**config.mk**
```make
export PLATFORM = sky130hd
export DESIGN_NAME = clkgen_mode_ctrl
export DESIGN_NICKNAME = d
export VERILOG_FILES = /design/src/rtl/clkgen_pkg.sv /design/src/rtl/clkgen_mode_decode.sv /design/src/rtl/clkgen_div_cnt.sv /design/src/rtl/clkgen_out_gate.sv /design/src/rtl/clkgen_mode_ctrl.sv
export SDC_FILE = /design/constraint.sdc
export NUM_CORES = 1
export LEC_CHECK = 0
export BUFFER_PORTS_ARGS = -buffer_cell sky130_fd_sc_hd__buf_2
export CORE_MARGIN = 8
export CORE_UTILIZATION = 55
export CTS_CLUSTER_DIAMETER = 60
export DETAILED_ROUTE_END_ITERATION = 8
export GPL_ROUTABILITY_DRIVEN = 0
export PLACE_DENSITY = 0.74
export SETUP_SLACK_MARGIN = 0.15
export SLEW_MARGIN = 5
export SYNTH_ARGS = -nofsm -noshare
export SYNTH_HDL_FRONTEND = slang
export SYNTH_HIERARCHICAL = 1
export SYNTH_SLANG_ARGS = --single-unit
```
**constraint.sdc**
```tcl
create_clock -name clk -period 2.7 [get_ports clk]
set_input_delay 0.135 -clock clk [delete_from_list [all_inputs] [get_ports clk]]
set_output_delay 0.135 -clock clk [all_outputs]
set_load 0.005 [all_outputs]
```
**src/rtl/clkgen_pkg.sv**
```systemverilog
package clkgen_pkg;

    typedef enum logic [1:0] {
        OP_OFF  = 2'd0,
        OP_RUN  = 2'd1,
        OP_TEST = 2'd2
    } op_e;

    typedef struct packed {
        op_e  op;
        logic rate_hi;
        logic f48_on;
        logic apic_fix;
    } cfg_t;

    localparam cfg_t CFG_OFF = '{OP_OFF, 1'b0, 1'b0, 1'b0};

    localparam int NGRP     = 7;
    localparam int GRP_CPU  = 0;
    localparam int GRP_HALF = 1;
    localparam int GRP_M66  = 2;
    localparam int GRP_M33  = 3;
    localparam int GRP_F48  = 4;
    localparam int GRP_REF  = 5;
    localparam int GRP_APIC = 6;

    // fixed test-mode division ratios
    localparam int TST_CPU  = 2;
    localparam int TST_HALF = 4;
    localparam int TST_M66  = 4;
    localparam int TST_M33  = 8;
    localparam int TST_F48  = 2;
    localparam int TST_REF  = 1;
    localparam int TST_APIC = 16;

    function automatic int max2(input int a, input int b);
        return (a > b) ? a : b;
    endfunction

endpackage

```
**src/rtl/clkgen_mode_decode.sv**
```systemverilog
module clkgen_mode_decode
    import clkgen_pkg::*;
(
    input  logic [2:0] mode_sel,
    input  logic       apic_fixed_n,
    input  logic       test_n,
    output cfg_t       cfg
);

    always_comb begin
        cfg = CFG_OFF;
        if (test_n) begin
            unique case (mode_sel)
                3'b010, 3'b011, 3'b110, 3'b111: begin
                    cfg.op       = OP_RUN;
                    cfg.rate_hi  = mode_sel[2];
                    cfg.f48_on   = mode_sel[0];
                    cfg.apic_fix = ~apic_fixed_n;
                end
                3'b100:  cfg.op = OP_TEST;
                default: cfg    = CFG_OFF;   // 000, 001, 101
            endcase
        end
    end

endmodule

```
**src/rtl/clkgen_div_cnt.sv**
```systemverilog
module clkgen_div_cnt #(
    parameter int CNT_W = 5
) (
    input  logic             clk,
    input  logic             rst_n,
    input  logic             restart,
    input  logic [CNT_W-1:0] ratio,
    output logic             tick
);

    typedef struct packed {
        logic [CNT_W-1:0] cnt;
    } div_t;

    div_t div_d, div_q;

    always_comb begin
        div_d = div_q;
        if (restart) begin
            div_d.cnt = '0;
        end else if ({1'b0, div_q.cnt} + 1'b1 >= {1'b0, ratio}) begin
            div_d.cnt = '0;
        end else begin
            div_d.cnt = div_q.cnt + 1'b1;
        end
    end

    always_ff @(posedge clk or negedge rst_n) begin
        if (!rst_n) begin
            div_q <= '0;
        end else begin
            div_q <= div_d;
        end
    end

    assign tick = (div_q.cnt == '0);

endmodule

```
**src/rtl/clkgen_out_gate.sv**
```systemverilog
module clkgen_out_gate
    import clkgen_pkg::*;
(
    input  op_e             op,
    input  logic            f48_on,
    input  logic [NGRP-1:0] raw_tick,
    output logic [NGRP-1:0] tick_o,
    output logic [NGRP-1:0] oe_o,
    output logic            pll48_en_o
);

    always_comb begin
        tick_o     = '0;
        oe_o       = '0;
        pll48_en_o = 1'b0;
        unique case (op)
            OP_RUN: begin
                oe_o            = '1;
                tick_o          = raw_tick;
                tick_o[GRP_F48] = raw_tick[GRP_F48] & f48_on;
                pll48_en_o      = f48_on;
            end
            OP_TEST: begin
                oe_o   = '1;
                tick_o = raw_tick;
            end
            default: begin
                tick_o = '0;
                oe_o   = '0;
            end
        endcase
    end

endmodule

```
**src/rtl/clkgen_mode_ctrl.sv**
```systemverilog
module clkgen_mode_ctrl
    import clkgen_pkg::*;
#(
    parameter int DIV_CPU_LO   = 4,
    parameter int DIV_CPU_HI   = 3,
    parameter int DIV_M66      = 6,
    parameter int DIV_M33      = 12,
    parameter int DIV_F48      = 8,
    parameter int DIV_REF      = 28,
    parameter int DIV_APIC_FIX = 24
) (
    input  logic            clk,
    input  logic            rst_n,
    input  logic [2:0]      mode_sel,
    input  logic            apic_fixed_n,
    input  logic            test_n,
    output logic [NGRP-1:0] tick_o,
    output logic [NGRP-1:0] oe_o,
    output logic            pll48_en_o
);

    localparam int MAX_CPU = max2(DIV_CPU_LO, DIV_CPU_HI);
    localparam int MAX_RUN = max2(max2(4 * MAX_CPU, DIV_APIC_FIX),
                                  max2(max2(DIV_M66, DIV_M33), max2(DIV_F48, DIV_REF)));
    localparam int MAX_DIV = max2(MAX_RUN, TST_APIC);
    localparam int CNT_W   = $clog2(MAX_DIV + 1);

    typedef struct packed {
        cfg_t cfg;
    } ctl_t;

    ctl_t                       ctl_d, ctl_q;
    cfg_t                       cfg_in;
    logic                       restart;
    logic [NGRP-1:0][CNT_W-1:0] ratio;
    logic [NGRP-1:0]            raw_tick;

    clkgen_mode_decode u_dec (
        .mode_sel     (mode_sel),
        .apic_fixed_n (apic_fixed_n),
        .test_n       (test_n),
        .cfg          (cfg_in)
    );

    always_comb begin
        int cpu_r;
        ctl_d     = ctl_q;
        ctl_d.cfg = cfg_in;
        restart   = (cfg_in != ctl_q.cfg);

        cpu_r = ctl_q.cfg.rate_hi ? DIV_CPU_HI : DIV_CPU_LO;
        ratio = '0;
        unique case (ctl_q.cfg.op)
            OP_RUN: begin
                ratio[GRP_CPU]  = CNT_W'(cpu_r);
                ratio[GRP_HALF] = CNT_W'(2 * cpu_r);
                ratio[GRP_M66]  = CNT_W'(DIV_M66);
                ratio[GRP_M33]  = CNT_W'(DIV_M33);
                ratio[GRP_F48]  = CNT_W'(DIV_F48);
                ratio[GRP_REF]  = CNT_W'(DIV_REF);
                ratio[GRP_APIC] = ctl_q.cfg.apic_fix ? CNT_W'(DIV_APIC_FIX)
                                                     : CNT_W'(4 * cpu_r);
            end
            OP_TEST: begin
                ratio[GRP_CPU]  = CNT_W'(TST_CPU);
                ratio[GRP_HALF] = CNT_W'(TST_HALF);
                ratio[GRP_M66]  = CNT_W'(TST_M66);
                ratio[GRP_M33]  = CNT_W'(TST_M33);
                ratio[GRP_F48]  = CNT_W'(TST_F48);
                ratio[GRP_REF]  = CNT_W'(TST_REF);
                ratio[GRP_APIC] = CNT_W'(TST_APIC);
            end
            default: begin
                for (int g = 0; g < NGRP; g++) begin
                    ratio[g] = CNT_W'(1);
                end
            end
        endcase
    end

    always_ff @(posedge clk or negedge rst_n) begin
        if (!rst_n) begin
            ctl_q <= '{cfg: CFG_OFF};
        end else begin
            ctl_q <= ctl_d;
        end
    end

    for (genvar g = 0; g < NGRP; g++) begin : g_div
        clkgen_div_cnt #(
            .CNT_W (CNT_W)
        ) u_div (
            .clk     (clk),
            .rst_n   (rst_n),
            .restart (restart),
            .ratio   (ratio[g]),
            .tick    (raw_tick[g])
        );
    end

    clkgen_out_gate u_gate (
        .op         (ctl_q.cfg.op),
        .f48_on     (ctl_q.cfg.f48_on),
        .raw_tick   (raw_tick),
        .tick_o     (tick_o),
        .oe_o       (oe_o),
        .pll48_en_o (pll48_en_o)
    );

endmodule

```
==> impl_metrics.tcl <==
set metrics [dict create \
    maxCapViolations 0 \
    rsz0062_at_grt "false" \
    skew_ps 4.302 \
    layout-drive-gt1-share_pct 14.86 \
    antenna_found_initial 0 \
    drc 0 \
    synth_cells 316 \
    fin_setup_tns_ps 0 \
    synth.area.top_cells "dfrtp_1, ha_1, inv_1" \
    yosys_warnings 6 \
    holdWs_ps -28.62 \
    htreeDepth 2 \
    crit_buf_inv 3 \
    crit_slowest_cell "dfrtp_2" \
    sw_frac_of_total_pct 29.90 \
    worstMarginPinSlew_ps 915.8 \
    combPwrFrac_pct 23.7 \
    routedWlPerCell_um 13.51 \
    insertion_delay_ps 290 \
    crit_chain "inv_1 -> ha_1 -> inv_1 -> o21a_1 -> inv_1 -> ha_1 -> a21o_1 -> a211oi_2 -> o21ai_2 -> nor3b_1" \
    start_util_pct 56.41 \
    power_frac_clock_pct 29.1 \
    yosys_register_bits 40 \
    end_kind "flop" \
    diodes 0 \
    pwr-share-seq_pct 47.2 \
    p_leak_nw 1.693 \
    fin_crit_sh_pct 84.46 \
    globalRouteOverflowTotal 0 \
    synth_cell_type_count 29 \
    power-per-cell-area_nw_per_um2 418.3 \
    die_width_um 90.69 \
    grt_pass1_vias 2303 \
    core-area_um2 5439 \
    io_buffer_count 21 \
    nets 411 \
    synth_top_cell_by_area "dfrtp_1" \
    crit_top_cell "inv_1" \
    ant_nets 0 \
    cp-start-kind "flop" \
    synth_top_area_share_pct 32.63 \
    violations "negative hold slack" \
    num_io_pins 22 \
    p_int_uw 983.8 \
    total_power_mw 1.403 \
    status "finished with violations" \
    max_stage_delay_ps 430 \
    rrSetupSlack_ps 420 \
    clk_pin_slew_ps 70 \
    clock.fmax_mhz 438.5 \
    finalWirelength_um 5700 \
    vias 2149 \
    dp_hpwl_um 4493 \
    dr.pass1.iters 4 \
    dieArea_um2 8224 \
    peakVddDrop_mv 0.2553 \
    critPathKind "flop to flop" \
    synth.avg_cell_area_um2 9.709 \
    hold_viol 40 \
    grt_max_degree 41 \
    yosysSeqAreaShare_pct 32.63 \
    fillers 472 \
    clk_root_buffer_cell "clkbuf_8" \
    rows 27 \
    via_per_inst 5.092 \
    max_slew_margin_pct 38.95 \
    worstPathArrival_ps 2480 \
    die_h_um 90.69 \
    syn_to_final_growth_pct 9.339 \
    synth_area_um2 3068 \
    clock_sinks 40 \
    cp_top_family "compound AO/OA/AOI/OAI gates" \
    drtIter0Drc 46 \
    cts_buffers 5 \
    grt_usage_pct 15.08 \
    cts_tree "yes" \
    grt_pass1_wl_um 10340 \
    cts_hold_buf 0 \
    slew_viol_final 0 \
    required_ps 2900 \
    clockBufferDepth 2 \
    final-setup-viol-count 0 \
    cp_max_fo 7 \
    finalCriticalPeriod_ps 2280 \
    switching_power_uw 419.5 \
    hp-class "primary input to asynchronous set/reset pin" \
]
[stage by stage]
step                utilization [%]  cell area (um^2)  hold slack (ps)  std cells  setup slack [ps]
floorplan                         -              3105           -160.6        326             623.7
global placement              60.00              3263            313.8        414             484.3
detailed placement            60.00              3263            322.4        414             391.5
CTS                           61.65              3353            5.639        422             351.5
global route                  61.67              3354            39.80        422             227.3
finish                        61.67              3354           -28.62        422             419.5
[worst register-to-register path, delay by kind of cell, from the launching register on]
kind	cells	cell delay (ps)
buffers and inverters	3	260
AO/OA/AOI/OAI	4	710
adder cells (fa/ha/maj)	2	580
flip-flops	1	430
AND/OR/NAND/NOR	1	210
[area by class of cell]
type	count	area [um^2]	share of cell area (%)
Inverter	50	187.7	5.595
Sequential cell	40	1002	29.88
Multi-Input combinational cell	230	1872	55.80
Tap cell	72	90.09	2.686
Clock buffer	8	90.09	2.686
Timing Repair Buffer	22	112.6	3.357
[sequential cells by signal, indices dropped and copies added (netlist names)]
register / cells
g_div.u_div/div_q: 35
ctl_q: 5
[power groups by stage]
| stage | clock, mW | sequential [mW] | combinational (mW) |
|---|---|---|---|
| CTS | 0.425 | 0.662 | 0.337 |
| global route | 0.448 | 0.668 | 0.391 |
| floorplan | 0 | 0.664 | 0.246 |
| finish | 0.408 | 0.662 | 0.333 |
| global placement | 0 | 0.673 | 0.315 |
| detailed placement | 0 | 0.675 | 0.334 |
[per-layer routing]
layer	vias to the layer above	GRT usage [%]	share of wire, %
li1	1098	-	-
met1	1019	18.18	46
met2	25	25.40	49
met3	7	3.574	3.9
met4	0	5.409	1.3
met5	-	0	0
[final timing paths]
kind / from / end / cells after the start
max: ctl_q[3]$_DFF_PN0_ / g_div[1].u_div/div_q[4]$_DFF_PN0_ / 10
min: rst_n / g_div[3].u_div/div_q[4]$_DFF_PN0_ / 1
max reg2reg: ctl_q[3]$_DFF_PN0_ / g_div[1].u_div/div_q[4]$_DFF_PN0_ / 10
min reg2reg: g_div[5].u_div/div_q[0]$_DFF_PN0_ / g_div[5].u_div/div_q[0]$_DFF_PN0_ / 1
max in group asynchronous: rst_n / ctl_q[3]$_DFF_PN0_ / 1
min in group clk: mode_sel[0] / ctl_q[1]$_DFF_PN0_ / 2
[cells in the final DEF (no fill, tap or decap), types with 2 or more instances in the layout]
master    count
a21oi_1       9
nand2b_1      8
nand2_1       7
and3_2        2
ha_1         55
inv_1        50
nor3b_1      21
xnor2_1      16
nand3_1      22
xor2_1       10
a211oi_2      7
a21o_1        7
clkbuf_8      6
and2_1        6
nor2_1       18
o21ai_2       7
conb_1       11
clkbuf_1      2
nor2b_1       7
dfrtp_1      39
and2_4        2
buf_2        21
nor4b_1       7
[synthesized netlist by cell type]
library cell / count
ha_1: 55
inv_1: 50
dfrtp_1: 40
nand3_1: 22
nor3b_1: 21
nor2_1: 18
xnor2_1: 16
xor2_1: 10
a21oi_1: 9
nand2b_1: 8
a211oi_2: 7
a21o_1: 7
nand2_1: 7
nor2b_1: 7
nor4b_1: 7
o21ai_2: 7
and2_1: 6
buf_4: 6
and2_4: 2
and3_2: 2
and2_2: 1
and2b_1: 1
and3b_2: 1
and4bb_2: 1
conb_1: 1
nor3_2: 1
o211a_1: 1
o21a_1: 1
o21ba_4: 1
[cells by family (layout without fill, tap and decap cells)]
| family | count (synthesis) | after routing | synth area share [%] |
|---|---|---|---|
| xor+xnor | 26 | 26 | 7.422 |
| simple gates | 105 | 105 | 20.68 |
| fa+ha+maj | 55 | 55 | 22.43 |
| flops | 40 | 40 | 32.63 |
| compound gates | 33 | 33 | 9.135 |
| buf+inv | 56 | 80 | 7.586 |
| other cells | 1 | 11 | 0.1222 |
[what timing repair did]
action / 4_1_cts / 5_1_grt
endpoints found under the setup margin: 0 / 1
resized for setup: 0 / 1
setup buffers: 0 / 0
Note: power is estimated with default switching activity, not from simulation.
